===== src/rtl/sram_ctrl_pkg.sv =====
package sram_ctrl_pkg;

    localparam int KIND_W = 3;
    localparam int RDL_W  = 4;
    localparam int WRW_W  = 4;
    localparam int RRR_W  = 3;

    localparam logic [KIND_W-1:0] KIND_SRAM = 3'b001;

    // timer must hold the largest reload: latency, strobe width - 1, or 2*recovery
    localparam int TMR_A = (RDL_W > WRW_W) ? RDL_W : WRW_W;
    localparam int TMR_W = (TMR_A > RRR_W + 1) ? TMR_A : RRR_W + 1;

    typedef struct packed {
        logic [RDL_W-1:0] rd_lat;
        logic [WRW_W-1:0] wr_wid;
        logic [RRR_W-1:0] recov;
        logic             half_bus;
    } bank_timing_t;

    typedef enum logic [2:0] {
        ST_IDLE,
        ST_REJECT,
        ST_READ,
        ST_WSTROBE,
        ST_WHOLD,
        ST_RECOVER
    } bus_state_e;

    // strobe low for w cycles, a zero field behaves as one
    function automatic logic [TMR_W-1:0] strobe_reload(input logic [WRW_W-1:0] w);
        logic [TMR_W-1:0] wide;
        wide = TMR_W'(w);
        return (wide == '0) ? '0 : wide - 1'b1;
    endfunction

    // gap of 2r+1 cycles: counter runs 2r down to 0
    function automatic logic [TMR_W-1:0] recover_reload(input logic [RRR_W-1:0] r);
        return TMR_W'({r, 1'b0});
    endfunction

    function automatic logic [TMR_W-1:0] beat_reload(input logic [RDL_W-1:0] l);
        return TMR_W'(l);
    endfunction

endpackage


===== src/rtl/sram_bank_decode.sv =====
module sram_bank_decode
    import sram_ctrl_pkg::*;
#(
    parameter int NBANKS = 6,
    parameter int SEL_W  = 3,
    parameter int WOFF_W = 24
) (
    input  logic [SEL_W+WOFF_W-1:0]      word_addr,
    input  logic [NBANKS-1:0][KIND_W-1:0] cfg_kind,
    input  logic [NBANKS-1:0][RDL_W-1:0]  cfg_rd_lat,
    input  logic [NBANKS-1:0][WRW_W-1:0]  cfg_wr_wid,
    input  logic [NBANKS-1:0][RRR_W-1:0]  cfg_recov,
    input  logic [NBANKS-1:0]             cfg_half_bus,
    output logic [SEL_W-1:0]              bank,
    output bank_timing_t                  timing,
    output logic                          usable
);

    logic [NBANKS-1:0]  hit;
    logic [NBANKS-1:0]  is_sram;
    bank_timing_t       per_bank [NBANKS];

    assign bank = word_addr[SEL_W+WOFF_W-1:WOFF_W];

    for (genvar g = 0; g < NBANKS; g++) begin : g_bank
        assign hit[g]               = (bank == SEL_W'(g));
        assign is_sram[g]           = (cfg_kind[g] == KIND_SRAM);
        assign per_bank[g].rd_lat   = cfg_rd_lat[g];
        assign per_bank[g].wr_wid   = cfg_wr_wid[g];
        assign per_bank[g].recov    = cfg_recov[g];
        assign per_bank[g].half_bus = cfg_half_bus[g];
    end

    always_comb begin
        timing = '0;
        usable = 1'b0;
        for (int i = 0; i < NBANKS; i++) begin
            if (hit[i]) begin
                timing = per_bank[i];
                usable = is_sram[i];
            end
        end
    end

endmodule


===== src/rtl/sram_cycle_timer.sv =====
module sram_cycle_timer #(
    parameter int W = 4
) (
    input  logic         clk,
    input  logic         rst,
    input  logic         load,
    input  logic [W-1:0] reload,
    output logic         expired
);

    logic [W-1:0] cnt_q;

    always_ff @(posedge clk) begin
        if (rst) begin
            cnt_q <= '0;
        end else if (load) begin
            cnt_q <= reload;
        end else if (cnt_q != '0) begin
            cnt_q <= cnt_q - 1'b1;
        end
    end

    assign expired = (cnt_q == '0);

endmodule


===== src/rtl/sram_lane_mux.sv =====
module sram_lane_mux (
    input  logic        half_bus,
    input  logic        upper_half,
    input  logic [31:0] wdata,
    input  logic [3:0]  be,
    output logic [31:0] dq,
    output logic [3:0]  be_n
);

    logic [15:0] hw;
    logic [1:0]  hw_be;

    assign hw    = upper_half ? wdata[31:16] : wdata[15:0];
    assign hw_be = upper_half ? be[3:2] : be[1:0];

    always_comb begin
        if (half_bus) begin
            // all pins driven; only the low lanes reach the memory
            dq   = {hw, hw};
            be_n = {2'b11, ~hw_be};
        end else begin
            dq   = wdata;
            be_n = ~be;
        end
    end

endmodule


===== src/rtl/sram_ctrl_top.sv =====
module sram_ctrl_top
    import sram_ctrl_pkg::*;
#(
    parameter int NBANKS = 6,
    parameter int OFFS_W = 26
) (
    input  logic                                  clk,
    input  logic                                  rst,
    input  logic                                  req_valid,
    output logic                                  req_ready,
    input  logic                                  req_write,
    input  logic [$clog2(NBANKS)+OFFS_W-3:0]      req_addr,
    input  logic [31:0]                           req_wdata,
    input  logic [3:0]                            req_be,
    input  logic [1:0]                            req_len,
    output logic                                  rsp_valid,
    output logic [31:0]                           rsp_rdata,
    output logic                                  rsp_err,
    input  logic [NBANKS-1:0][KIND_W-1:0]         cfg_kind,
    input  logic [NBANKS-1:0][RDL_W-1:0]          cfg_rd_lat,
    input  logic [NBANKS-1:0][WRW_W-1:0]          cfg_wr_wid,
    input  logic [NBANKS-1:0][RRR_W-1:0]          cfg_recov,
    input  logic [NBANKS-1:0]                     cfg_half_bus,
    output logic [NBANKS-1:0]                     mem_cs_n,
    output logic [OFFS_W-1:0]                     mem_addr,
    output logic                                  mem_oe_n,
    output logic                                  mem_we_n,
    output logic [3:0]                            mem_be_n,
    output logic [31:0]                           mem_dq_o,
    output logic                                  mem_dq_oe,
    input  logic [31:0]                           mem_dq_i
);

    localparam int SEL_W  = $clog2(NBANKS);
    localparam int WOFF_W = OFFS_W - 2;

    bus_state_e        state_q, state_d;
    logic [SEL_W-1:0]  bank_q;
    bank_timing_t      tim_q;
    logic [OFFS_W-1:0] addr_q;
    logic [31:0]       wdata_q;
    logic [3:0]        be_q;
    logic [1:0]        words_left_q;
    logic              upper_q;
    logic [15:0]       low_half_q;
    logic              rsp_valid_q;
    logic              rsp_err_q;
    logic [31:0]       rsp_rdata_q;

    logic [SEL_W-1:0]  dec_bank;
    bank_timing_t      dec_tim;
    logic              dec_ok;

    logic              tmr_load;
    logic [TMR_W-1:0]  tmr_val;
    logic              tmr_expired;

    logic [31:0]       lane_dq;
    logic [3:0]        lane_be_n;
    logic              on_bus;
    logic              writing;
    logic              more_halves;
    logic [OFFS_W-1:0] step;

    sram_bank_decode #(
        .NBANKS (NBANKS),
        .SEL_W  (SEL_W),
        .WOFF_W (WOFF_W)
    ) i_decode (
        .word_addr    (req_addr),
        .cfg_kind     (cfg_kind),
        .cfg_rd_lat   (cfg_rd_lat),
        .cfg_wr_wid   (cfg_wr_wid),
        .cfg_recov    (cfg_recov),
        .cfg_half_bus (cfg_half_bus),
        .bank         (dec_bank),
        .timing       (dec_tim),
        .usable       (dec_ok)
    );

    sram_cycle_timer #(.W(TMR_W)) i_timer (
        .clk     (clk),
        .rst     (rst),
        .load    (tmr_load),
        .reload  (tmr_val),
        .expired (tmr_expired)
    );

    sram_lane_mux i_lanes (
        .half_bus   (tim_q.half_bus),
        .upper_half (upper_q),
        .wdata      (wdata_q),
        .be         (be_q),
        .dq         (lane_dq),
        .be_n       (lane_be_n)
    );

    assign more_halves = tim_q.half_bus && !upper_q;
    assign step        = tim_q.half_bus ? OFFS_W'(2) : OFFS_W'(4);

    // next state and timer reload
    always_comb begin
        state_d  = state_q;
        tmr_load = 1'b0;
        tmr_val  = '0;
        unique case (state_q)
            ST_IDLE: begin
                if (req_valid) begin
                    if (!dec_ok) begin
                        state_d = ST_REJECT;
                    end else if (req_write) begin
                        state_d  = ST_WSTROBE;
                        tmr_load = 1'b1;
                        tmr_val  = strobe_reload(dec_tim.wr_wid);
                    end else begin
                        state_d  = ST_READ;
                        tmr_load = 1'b1;
                        tmr_val  = beat_reload(dec_tim.rd_lat);
                    end
                end
            end
            ST_REJECT: state_d = ST_IDLE;
            ST_READ: begin
                if (tmr_expired) begin
                    tmr_load = 1'b1;
                    if (!more_halves && words_left_q == 2'd0) begin
                        state_d = ST_RECOVER;
                        tmr_val = recover_reload(tim_q.recov);
                    end else begin
                        tmr_val = beat_reload(tim_q.rd_lat);
                    end
                end
            end
            ST_WSTROBE: begin
                if (tmr_expired) state_d = ST_WHOLD;
            end
            ST_WHOLD: begin
                tmr_load = 1'b1;
                if (more_halves) begin
                    state_d = ST_WSTROBE;
                    tmr_val = strobe_reload(tim_q.wr_wid);
                end else begin
                    state_d = ST_RECOVER;
                    tmr_val = recover_reload(tim_q.recov);
                end
            end
            ST_RECOVER: begin
                if (tmr_expired) state_d = ST_IDLE;
            end
            default: state_d = ST_IDLE;
        endcase
    end

    always_ff @(posedge clk) begin
        if (rst) begin
            state_q      <= ST_IDLE;
            bank_q       <= '0;
            tim_q        <= '0;
            addr_q       <= '0;
            wdata_q      <= '0;
            be_q         <= '0;
            words_left_q <= '0;
            upper_q      <= 1'b0;
            low_half_q   <= '0;
            rsp_valid_q  <= 1'b0;
            rsp_err_q    <= 1'b0;
            rsp_rdata_q  <= '0;
        end else begin
            state_q     <= state_d;
            rsp_valid_q <= 1'b0;
            rsp_err_q   <= 1'b0;
            unique case (state_q)
                ST_IDLE: begin
                    if (req_valid) begin
                        bank_q       <= dec_bank;
                        tim_q        <= dec_tim;
                        addr_q       <= {req_addr[WOFF_W-1:0], 2'b00};
                        wdata_q      <= req_wdata;
                        be_q         <= req_be;
                        words_left_q <= req_write ? 2'd0 : req_len;
                        upper_q      <= 1'b0;
                        rsp_err_q    <= !dec_ok;
                    end
                end
                ST_READ: begin
                    if (tmr_expired) begin
                        if (more_halves) begin
                            low_half_q <= mem_dq_i[15:0];
                            upper_q    <= 1'b1;
                            addr_q     <= addr_q + step;
                        end else begin
                            rsp_valid_q <= 1'b1;
                            rsp_rdata_q <= tim_q.half_bus ? {mem_dq_i[15:0], low_half_q}
                                                          : mem_dq_i;
                            upper_q     <= 1'b0;
                            if (words_left_q != 2'd0) begin
                                words_left_q <= words_left_q - 2'd1;
                                addr_q       <= addr_q + step;
                            end
                        end
                    end
                end
                ST_WHOLD: begin
                    if (more_halves) begin
                        upper_q <= 1'b1;
                        addr_q  <= addr_q + step;
                    end
                end
                default: ;
            endcase
        end
    end

    // pin decode
    assign on_bus  = (state_q == ST_READ) || (state_q == ST_WSTROBE) || (state_q == ST_WHOLD);
    assign writing = (state_q == ST_WSTROBE) || (state_q == ST_WHOLD);

    always_comb begin
        mem_cs_n = '1;
        for (int i = 0; i < NBANKS; i++) begin
            if (on_bus && bank_q == SEL_W'(i)) mem_cs_n[i] = 1'b0;
        end
    end

    always_comb begin
        if (state_q == ST_READ) mem_be_n = 4'b0000;
        else if (writing)       mem_be_n = lane_be_n;
        else                    mem_be_n = 4'b1111;
    end

    assign mem_addr  = addr_q;
    assign mem_oe_n  = (state_q != ST_READ);
    assign mem_we_n  = (state_q != ST_WSTROBE);
    assign mem_dq_oe = writing;
    assign mem_dq_o  = writing ? lane_dq : '0;
    assign req_ready = (state_q == ST_IDLE);
    assign rsp_valid = rsp_valid_q;
    assign rsp_rdata = rsp_rdata_q;
    assign rsp_err   = rsp_err_q;

    // properties guarding the pin rules
    p_single_cs_r1: assert property (@(posedge clk) disable iff (rst)
        $countones(~mem_cs_n) <= 1);

    p_enable_excl_r3: assert property (@(posedge clk) disable iff (rst)
        !(!mem_oe_n && !mem_we_n));

    p_enable_needs_cs_r3: assert property (@(posedge clk) disable iff (rst)
        (!mem_oe_n || !mem_we_n) |-> (mem_cs_n != '1));

    p_read_strobes_r4: assert property (@(posedge clk) disable iff (rst)
        !mem_oe_n |-> (mem_be_n == 4'b0000));

    p_write_drives_r5: assert property (@(posedge clk) disable iff (rst)
        !mem_we_n |-> mem_dq_oe);

    p_we_hold_r7: assert property (@(posedge clk) disable iff (rst)
        (!mem_we_n && state_d != ST_WSTROBE) |=> (mem_we_n && mem_cs_n != '1));

    p_gap_quiet_r8: assert property (@(posedge clk) disable iff (rst)
        (mem_cs_n == '1) |-> (mem_oe_n && mem_we_n && !mem_dq_oe));

    p_accept_busy_r9: assert property (@(posedge clk) disable iff (rst)
        (req_valid && req_ready) |=> !req_ready);

    p_err_pulse_r2: assert property (@(posedge clk) disable iff (rst)
        rsp_err |=> (!rsp_err && req_ready));

    p_err_quiet_r2: assert property (@(posedge clk) disable iff (rst)
        rsp_err |-> (mem_cs_n == '1));

    p_rsp_excl_r10: assert property (@(posedge clk) disable iff (rst)
        !(rsp_valid && rsp_err));

    p_idle_pins_r12: assert property (@(posedge clk) disable iff (rst)
        req_ready |-> (mem_cs_n == '1 && mem_be_n == 4'b1111));

endmodule


===== config.mk =====
export PLATFORM = sky130hd
export DESIGN_NAME = sram_ctrl_top
export DESIGN_NICKNAME = d
export VERILOG_FILES = /design/src/rtl/sram_ctrl_pkg.sv /design/src/rtl/sram_bank_decode.sv /design/src/rtl/sram_cycle_timer.sv /design/src/rtl/sram_lane_mux.sv /design/src/rtl/sram_ctrl_top.sv
export SDC_FILE = /design/constraint.sdc
export NUM_CORES = 1
export LEC_CHECK = 0
export CAP_MARGIN = 10
export CORE_UTILIZATION = 40
export DETAILED_ROUTE_END_ITERATION = 7
export GPL_ROUTABILITY_DRIVEN = 0
export PLACE_DENSITY = 0.76
export SLEW_MARGIN = 25
export SYNTH_ARGS = -nofsm -noshare
export SYNTH_HDL_FRONTEND = slang
export SYNTH_SLANG_ARGS = --single-unit

===== constraint.sdc =====
create_clock -name clk -period 2.9 [get_ports clk]
set_input_delay 0.58 -clock clk [delete_from_list [all_inputs] [get_ports clk]]
set_output_delay 0.58 -clock clk [all_outputs]
set_load 0.005 [all_outputs]

==> impl_metrics.py, run 1 <==
metrics = {
    "clock_tree": {
        "clock_path_buffers": 2,
        "cts_hold_buf": 0,
        "clock-root-buffer": "clkbuf_16",
        "cts_max_level": 4,
        "clkTransAtPathRegs_ns": 0.06,
        "clk_latency_ns": 0.42,
        "cts_buffers": 17,
        "cts_tree": "built",
        "cts.sinks": 136,
    },
    "floorplanning": {
        "ioPinCount": 297,
        "die_area_um2": 19500,
        "die_h_um": 140,
        "initial_core_util_pct": 41.5,
        "core_um2": 18300,
        "num_rows": 49,
        "die_x_um": 140,
    },
    "worst_setup_path": {
        "cp.required_ns": 2.32,
        "cp-start-kind": "flip-flop",
        "cp_common_cell": "nand2_1",
        "startpoint": "state_q[1]",
        "cp-endpoint": "mem_be_n[0]",
        "critPathKind": "flip-flop to output port",
        "crit_family": "buffers and inverters",
        "cp_num_buf_inv": 2,
        "cp_max_fo": 12,
        "rr_startpoint": "tim_q[0]",
        "worst-path-stages": 6,
        "cp-end-kind": "output port",
        "r2r_cells": 7,
        "r2r_setup_slack_ns": 0.32,
        "rr_endpoint": "i_timer.cnt_q[1]",
        "critPathSlowestCell": "clkdlybuf4s50_1",
        "crit_chain": "buf_4 > nor2_2 > nand2_1 > nand2_1 > o21ai_0 > clkdlybuf4s50_1",
        "critPathMaxStageDelay_ns": 0.52,
        "worstPathArrival_ns": 2.22,
    },
    "synthesis": {
        "syn_area_um2": 7580,
        "synth.distinct_cells": 82,
        "synth_cells": 996,
        "ys_top_cells_by_area": "dfxtp_1 (36%), nand2_1 (11%), a21oi_1 (8.6%)",
        "synth_compound_area_share_pct": 24.3,
        "synth_top_area_cell": "dfxtp_1",
        "synth_top_area_share_pct": 35.9,
        "async_flop_share_pct": 0,
        "synth_top_flop_cell": "dfxtp_1",
        "yosys.area_share.simple_pct": 24.4,
        "ys_seq_elements": 136,
        "avgSynthCellArea_um2": 7.62,
        "synth_seq_area_share_pct": 35.9,
        "synth_edf_count": 0,
        "synth_adder_area_share_pct": 1.25,
        "synth_fp_nets": 1194,
        "synth_top_family_by_area": "simple AND/OR/NAND/NOR gates",
        "synth_mux_area_share_pct": 8.15,
        "yosys_warnings": 0,
        "synth-xor-area-share_pct": 0.346,
    },
    "sta": {
        "min_period_over_period_pct": 96.6,
        "finClkSkew_ns": 0.00660,
        "slew_viol_final": 0,
        "worst_pin_slew_ns": 0.811,
        "rsz0062_at_grt": "false",
        "relSlewSlack_pct": 45.8,
        "timing.fmax_ghz": 0.357,
        "finalHoldViolations": 0,
        "min_period_ns": 2.80,
        "tns_ns": 0,
        "finalSetupViolCount": 0,
    },
    "place": {
        "portBuffers": 295,
        "place_area_um2": 10800,
        "dp_hpwl_um": 18500,
    },
    "grt": {
        "grt_max_degree": 65,
        "grt-ovfl-total": 0,
        "grt_pass1_wl_um": 40500,
        "grt_pass1_vias": 8005,
        "antenna_found_initial": 0,
        "grt_usage_pct": 25.8,
    },
    "drt": {
        "first_pass_iters": 5,
        "wl_per_cell_um": 16.6,
        "vias_per_cell": 5.48,
        "drtIter0Drc": 469,
        "num_vias": 8274,
        "antenna_left": 0,
        "wirelength_um": 25000,
        "drcViolationCount": 0,
    },
    "cells_and_area": {
        "fill_cells": 1629,
        "seqCellArea_um2": 2730,
        "fin_area_um2": 11500,
        "fin_util_pct": 62.7,
        "layout.nets": 1465,
        "drive_gt1_share_pct": 8.59,
        "n_antenna_cell": 0,
        "syn_to_final_growth_pct": 51.0,
        "multi_input_area_um2": 4470,
    },
    "power": {
        "vdd_drop_max_mv": 0.358,
        "p_sw_share_pct": 30.6,
        "power_leakage_uw": 0.00397,
        "p_per_area_nw_per_um2": 553,
        "power_switching_uw": 1940,
        "p_int_uw": 4400,
        "pwr-share-comb_pct": 29.3,
        "seqPwrFrac_pct": 35.8,
        "power_frac_clock_pct": 34.9,
    },
    "outcome": {
        "outcome": "completed",
    },
    "min_path": {
        "min_path_type": "flip-flop to flip-flop",
    },
    "run": {
        "max-cap-violations": 0,
    },
}
[worst min-delay path by stage]
stage | startpoint | end | depth (start not counted)
final | low_half_q[12] | low_half_q[12] | 2
after global placement | low_half_q[6] | low_half_q[6] | 2
after detailed placement | low_half_q[12] | low_half_q[12] | 2
after global routing | low_half_q[13] | low_half_q[13] | 2
after floorplan | low_half_q[0] | low_half_q[0] | 2
after CTS | low_half_q[4] | low_half_q[4] | 2
[cell type report]
class	instances	area share (%)
clock buffer	22	4.31
clock inverter	10	1.03
inverter	16	0.524
multi-input combinational	765	39.1
sequential	136	23.8
tap	229	2.50
timing repair buffer	331	28.8
[cell families (layout without fill, tap and decap cells)]
logic type	Yosys count	in the layout
simple gates	413	413
compound gates	287	287
buf+inv	95	379
other cells	1	1
xor+xnor	3	3
mux	54	54
flops	136	136
fa+ha+maj	7	7
[power groups by stage]
stage	registers [uW]	logic (uW)	clock network (uW)
finish	2270	1860	2210
detailed placement	2300	1850	0
global placement	2290	1820	0
global route	2300	2040	2350
floorplan	2260	1050	0
CTS	2260	1860	2250
[stage by stage]
stage / hold slack (ns) / cells / total power, uW / setup WS (ns)
after floorplan: 0.436 / 996 / 3310 / 0.196
after global placement: 0.441 / 1477 / 4120 / 0.0536
after detailed placement: 0.449 / 1477 / 4150 / 0.0159
after CTS: 0.457 / 1509 / 6380 / 0.0243
after global routing: 0.475 / 1509 / 6690 / 0.0182
final: 0.454 / 1509 / 6340 / 0.0984
[cell usage after synthesis (15+ instances only)]
master / instances
a211oi_1: 56
buf_2: 18
dfxtp_1: 136
nor3_1: 19
clkbuf_1: 46
nor2_1: 78
nand2_1: 227
mux2i_1: 40
inv_1: 15
a21oi_1: 131
nand3_1: 19
o21ai_0: 34
[timing repair]
| item | CTS | global route |
|---|---|---|
| setup endpoints to repair | 5 | 6 |
| buffers inserted | 0 | 0 |
| resized for setup | 5 | 5 |
[registers in the layout, indices dropped and copies added, names as in the netlist]
name           flops
bank_q             3
be_q               4
i_timer.cnt_q      4
low_half_q        16
mem_addr          25
rsp_err            1
rsp_rdata         32
rsp_valid          1
state_q            3
tim_q             12
upper_q            1
wdata_q           32
words_left_q       2
[metal layers]
metal	part of all wire, %	track usage [%]
met1	41	31.4
met2	49	44.3
met3	6.1	4.51
met4	3.3	11.8
met5	0	0
[cells in the final DEF (no fill, tap or decap), types with 4 or more instances in the layout]
cell type	instances
nand3b_1	7
a221oi_1	5
nor2b_1	7
mux4_2	4
o21ai_0	34
a21oi_1	129
a22oi_1	7
o31ai_1	5
nor4_1	4
buf_4	31
clkbuf_16	17
a21o_1	5
mux2_2	8
ha_1	6
nand2_1	225
or3_1	8
mux2i_1	40
nand4_1	8
inv_1	15
dfxtp_1	134
nor3_1	18
nor2_1	77
nand2b_1	6
clkdlybuf4s50_1	292
nand3_1	19
clkbuf_8	5
a211oi_1	56
clkinvlp_4	4
buf_12	6
a311oi_1	4
[worst reg2reg max path: cells and delay by family (launching register included)]
family	cells	cell delay [ns]
AND/OR/NAND/NOR	3	0.56
AO/OA/AOI/OAI	3	0.96
buffers and inverters	1	0.54
flip-flops	1	0.45
Note: power is estimated with default switching activity, not from simulation.
==> inputs of run 2 (changes only) <==
--- a/config.mk
+++ b/config.mk
@@ -6,10 +6,10 @@
 export NUM_CORES = 1
 export LEC_CHECK = 0
 export CAP_MARGIN = 10
-export CORE_UTILIZATION = 40
+export CORE_UTILIZATION = 25
 export DETAILED_ROUTE_END_ITERATION = 7
 export GPL_ROUTABILITY_DRIVEN = 0
-export PLACE_DENSITY = 0.76
+export PLACE_DENSITY = 0.52
 export SLEW_MARGIN = 25
 export SYNTH_ARGS = -nofsm -noshare
 export SYNTH_HDL_FRONTEND = slang
==> run 2 against run 1 <==
Compared with the run above: via count fell by 2.2%; worst setup slack better by 0.013 ns; global-route usage shrank 8.5 points; non-clock buffer count grew 4; sequential share of layout area fell by 0.42 points; clock-buffer cell count fell by 5; critical path type unchanged; cell count increased by 11%; final area increased by 1.8%; clock skew is 0.0031 ns higher.
==> impl_metrics.py, run 2 (synthesized netlist as in run 1, its figures left out) <==
metrics = {
    "outcome": {
        "outcome": "completed",
    },
    "drt": {
        "first_pass_iters": 5,
        "wl_per_cell_um": 16.4,
        "met2WireLength_um": 13300,
        "antenna_left": 0,
        "num_vias": 8089,
        "wirelength_um": 27400,
        "vias_per_cell": 4.83,
        "wl_met1_um": 12300,
        "highest_layer": "met4",
        "wl_met3_um": 1490,
        "drtIter0Drc": 398,
        "drcViolationCount": 0,
    },
    "clock_tree": {
        "cts_max_level": 4,
        "clock_path_buffers": 2,
        "clkTransAtPathRegs_ns": 0.07,
        "cts.sinks": 136,
        "clock-root-buffer": "clkbuf_16",
        "cts_buffers": 17,
        "cts_tree": "built",
        "clk_latency_ns": 0.42,
        "post_cts_buffers": 0,
    },
    "worst_setup_path": {
        "worstPathArrival_ns": 2.21,
        "cp-end-kind": "output port",
        "rr_endpoint": "mem_addr[25]",
        "cp.required_ns": 2.32,
        "critPathMaxStageDelay_ns": 0.60,
        "startpoint": "state_q[2]",
        "cp-start-kind": "flip-flop",
        "cp_max_fo": 13,
        "critPathSlowestCell": "clkdlybuf4s50_1",
        "cp_common_cell": "buf_4",
        "r2r_cells": 9,
        "crit_chain": "buf_4 > nor2b_1 > buf_4 > a21oi_4 > nor2_1 > a21oi_1 > clkdlybuf4s50_1",
        "r2r_setup_slack_ns": 0.45,
        "rr_startpoint": "tim_q[0]",
        "critPathKind": "flip-flop to output port",
    },
    "cells_and_area": {
        "final_common_cell": "clkdlybuf4s50_1",
        "layout.nets": 1469,
        "finalNonFillerCells": 1674,
        "syn_to_final_growth_pct": 53.7,
        "n_antenna_cell": 0,
        "final_cell_mix": "clkdlybuf4s50_1 (292), nand2_1 (226), dfxtp_1 (134)",
        "seqCellArea_um2": 2730,
        "drive_gt1_share_pct": 8.96,
        "fill_cells": 3070,
        "multi_input_area_um2": 4490,
    },
    "sta": {
        "finClkSkew_ns": 0.00974,
        "worst_pin_slew_ns": 1.02,
        "relSlewSlack_pct": 31.9,
        "finalHoldViolations": 0,
        "slew_viol_final": 0,
        "setup_slack_ns": 0.111,
        "min_period_over_period_pct": 96.2,
        "min_period_ns": 2.79,
        "timing.fmax_ghz": 0.359,
        "finalSetupViolCount": 0,
        "rsz0062_at_grt": "true",
    },
    "power": {
        "vdd_drop_max_mv": 0.391,
        "p_per_area_nw_per_um2": 536,
        "power_leakage_uw": 0.00398,
    },
    "place": {
        "place_ws_ns": 0.0770,
        "portBuffers": 295,
        "place_inst": 1642,
        "dp_hpwl_um": 20400,
    },
    "run": {
        "max-cap-violations": 0,
    },
    "min_path": {
        "holdPathStages": 2,
        "hold_end": "low_half_q[12]",
        "min_path_type": "flip-flop to flip-flop",
        "hold_start": "low_half_q[12]",
    },
    "grt": {
        "grt-ovfl-total": 0,
        "grt_max_degree": 65,
        "grt_usage_pct": 17.3,
        "antenna_found_initial": 0,
        "grt_pass1_wl_um": 42200,
        "grt_pass1_vias": 7599,
    },
    "floorplanning": {
        "die_h_um": 176,
        "num_rows": 63,
        "ioPinCount": 297,
        "initial_core_util_pct": 25.5,
        "die_area_um2": 31000,
        "core_um2": 29700,
        "die_x_um": 176,
    },
}
-- run 2: cell count changes in the layout (fill, tap and decap cells not counted), sizes merged --
| cell | change |
|---|---|
| bufinv | -2 |
| clkinvlp | -2 |
| clkbuf | -5 |
| buf | +5 |
| dlygate4sd2 | -1 |
| inv | +9 |
-- run 2: area by class of cell --
cell class	instances	area share, %
clock inverters	15	1.16
repair buffers	335	28.6
well taps	390	4.18
inverters	16	0.515
multi-input cells	765	38.5
clock buffers	17	3.65
flip-flops and latches	136	23.4
-- run 2: worst max-delay path by stage --
stage / depth (start not counted) / endpoint / slack, ns
3_3_place_gp: 9 / i_timer.cnt_q[2] / 0.09
4_1_cts: 7 / mem_be_n[3] / 0.01
5_1_grt: 5 / mem_dq_o[14] / -0.02
2_1_floorplan: 9 / mem_addr[12] / 0.20
3_5_place_dp: 9 / i_timer.cnt_q[1] / 0.08
6_report: 7 / mem_be_n[3] / 0.11
-- run 2: worst max-delay path, delay by kind of cell (launching register included) --
family | cells | cell delay (ns)
buf+inv | 3 | 0.93
simple gates | 2 | 0.17
flops | 1 | 0.33
compound gates | 2 | 0.34
-- run 2: repair_timing --
action | 4_1_cts | 5_1_grt
gates resized for setup | 3 | 7
hold buffers | 0 | 0
setup endpoints to repair | 3 | 20
hold endpoints to repair | 0 | 0
-- run 2: through the flow --
stage                     setup TNS [ns]  total power (uW)  util [%]  cell area [um2]  hold slack [ns]
after CTS                              0              6330      39.2            11600            0.456
after global placement                 0              4190      37.2            11100            0.441
after detailed placement               0              4210      37.2            11100            0.447
after global routing             -0.0291              6610      39.2            11700            0.469
after floorplan                        0              3310         -             7580            0.436
final                                  0              6250      39.2            11700            0.454
-- run 2: layer usage --
| layer | vias up | global-route usage [%] |
|---|---|---|
| li1 | 4099 | - |
| met1 | 3736 | 22.4 |
| met2 | 240 | 29.3 |
| met3 | 14 | 3.23 |
| met4 | 0 | 4.71 |
| met5 | - | 0 |
-- run 2: power by group --
group | switching (uW) | internal [uW]
logic | 951 | 951
clock network | 950 | 1130
registers | 186 | 2080
total | 2090 | 4160
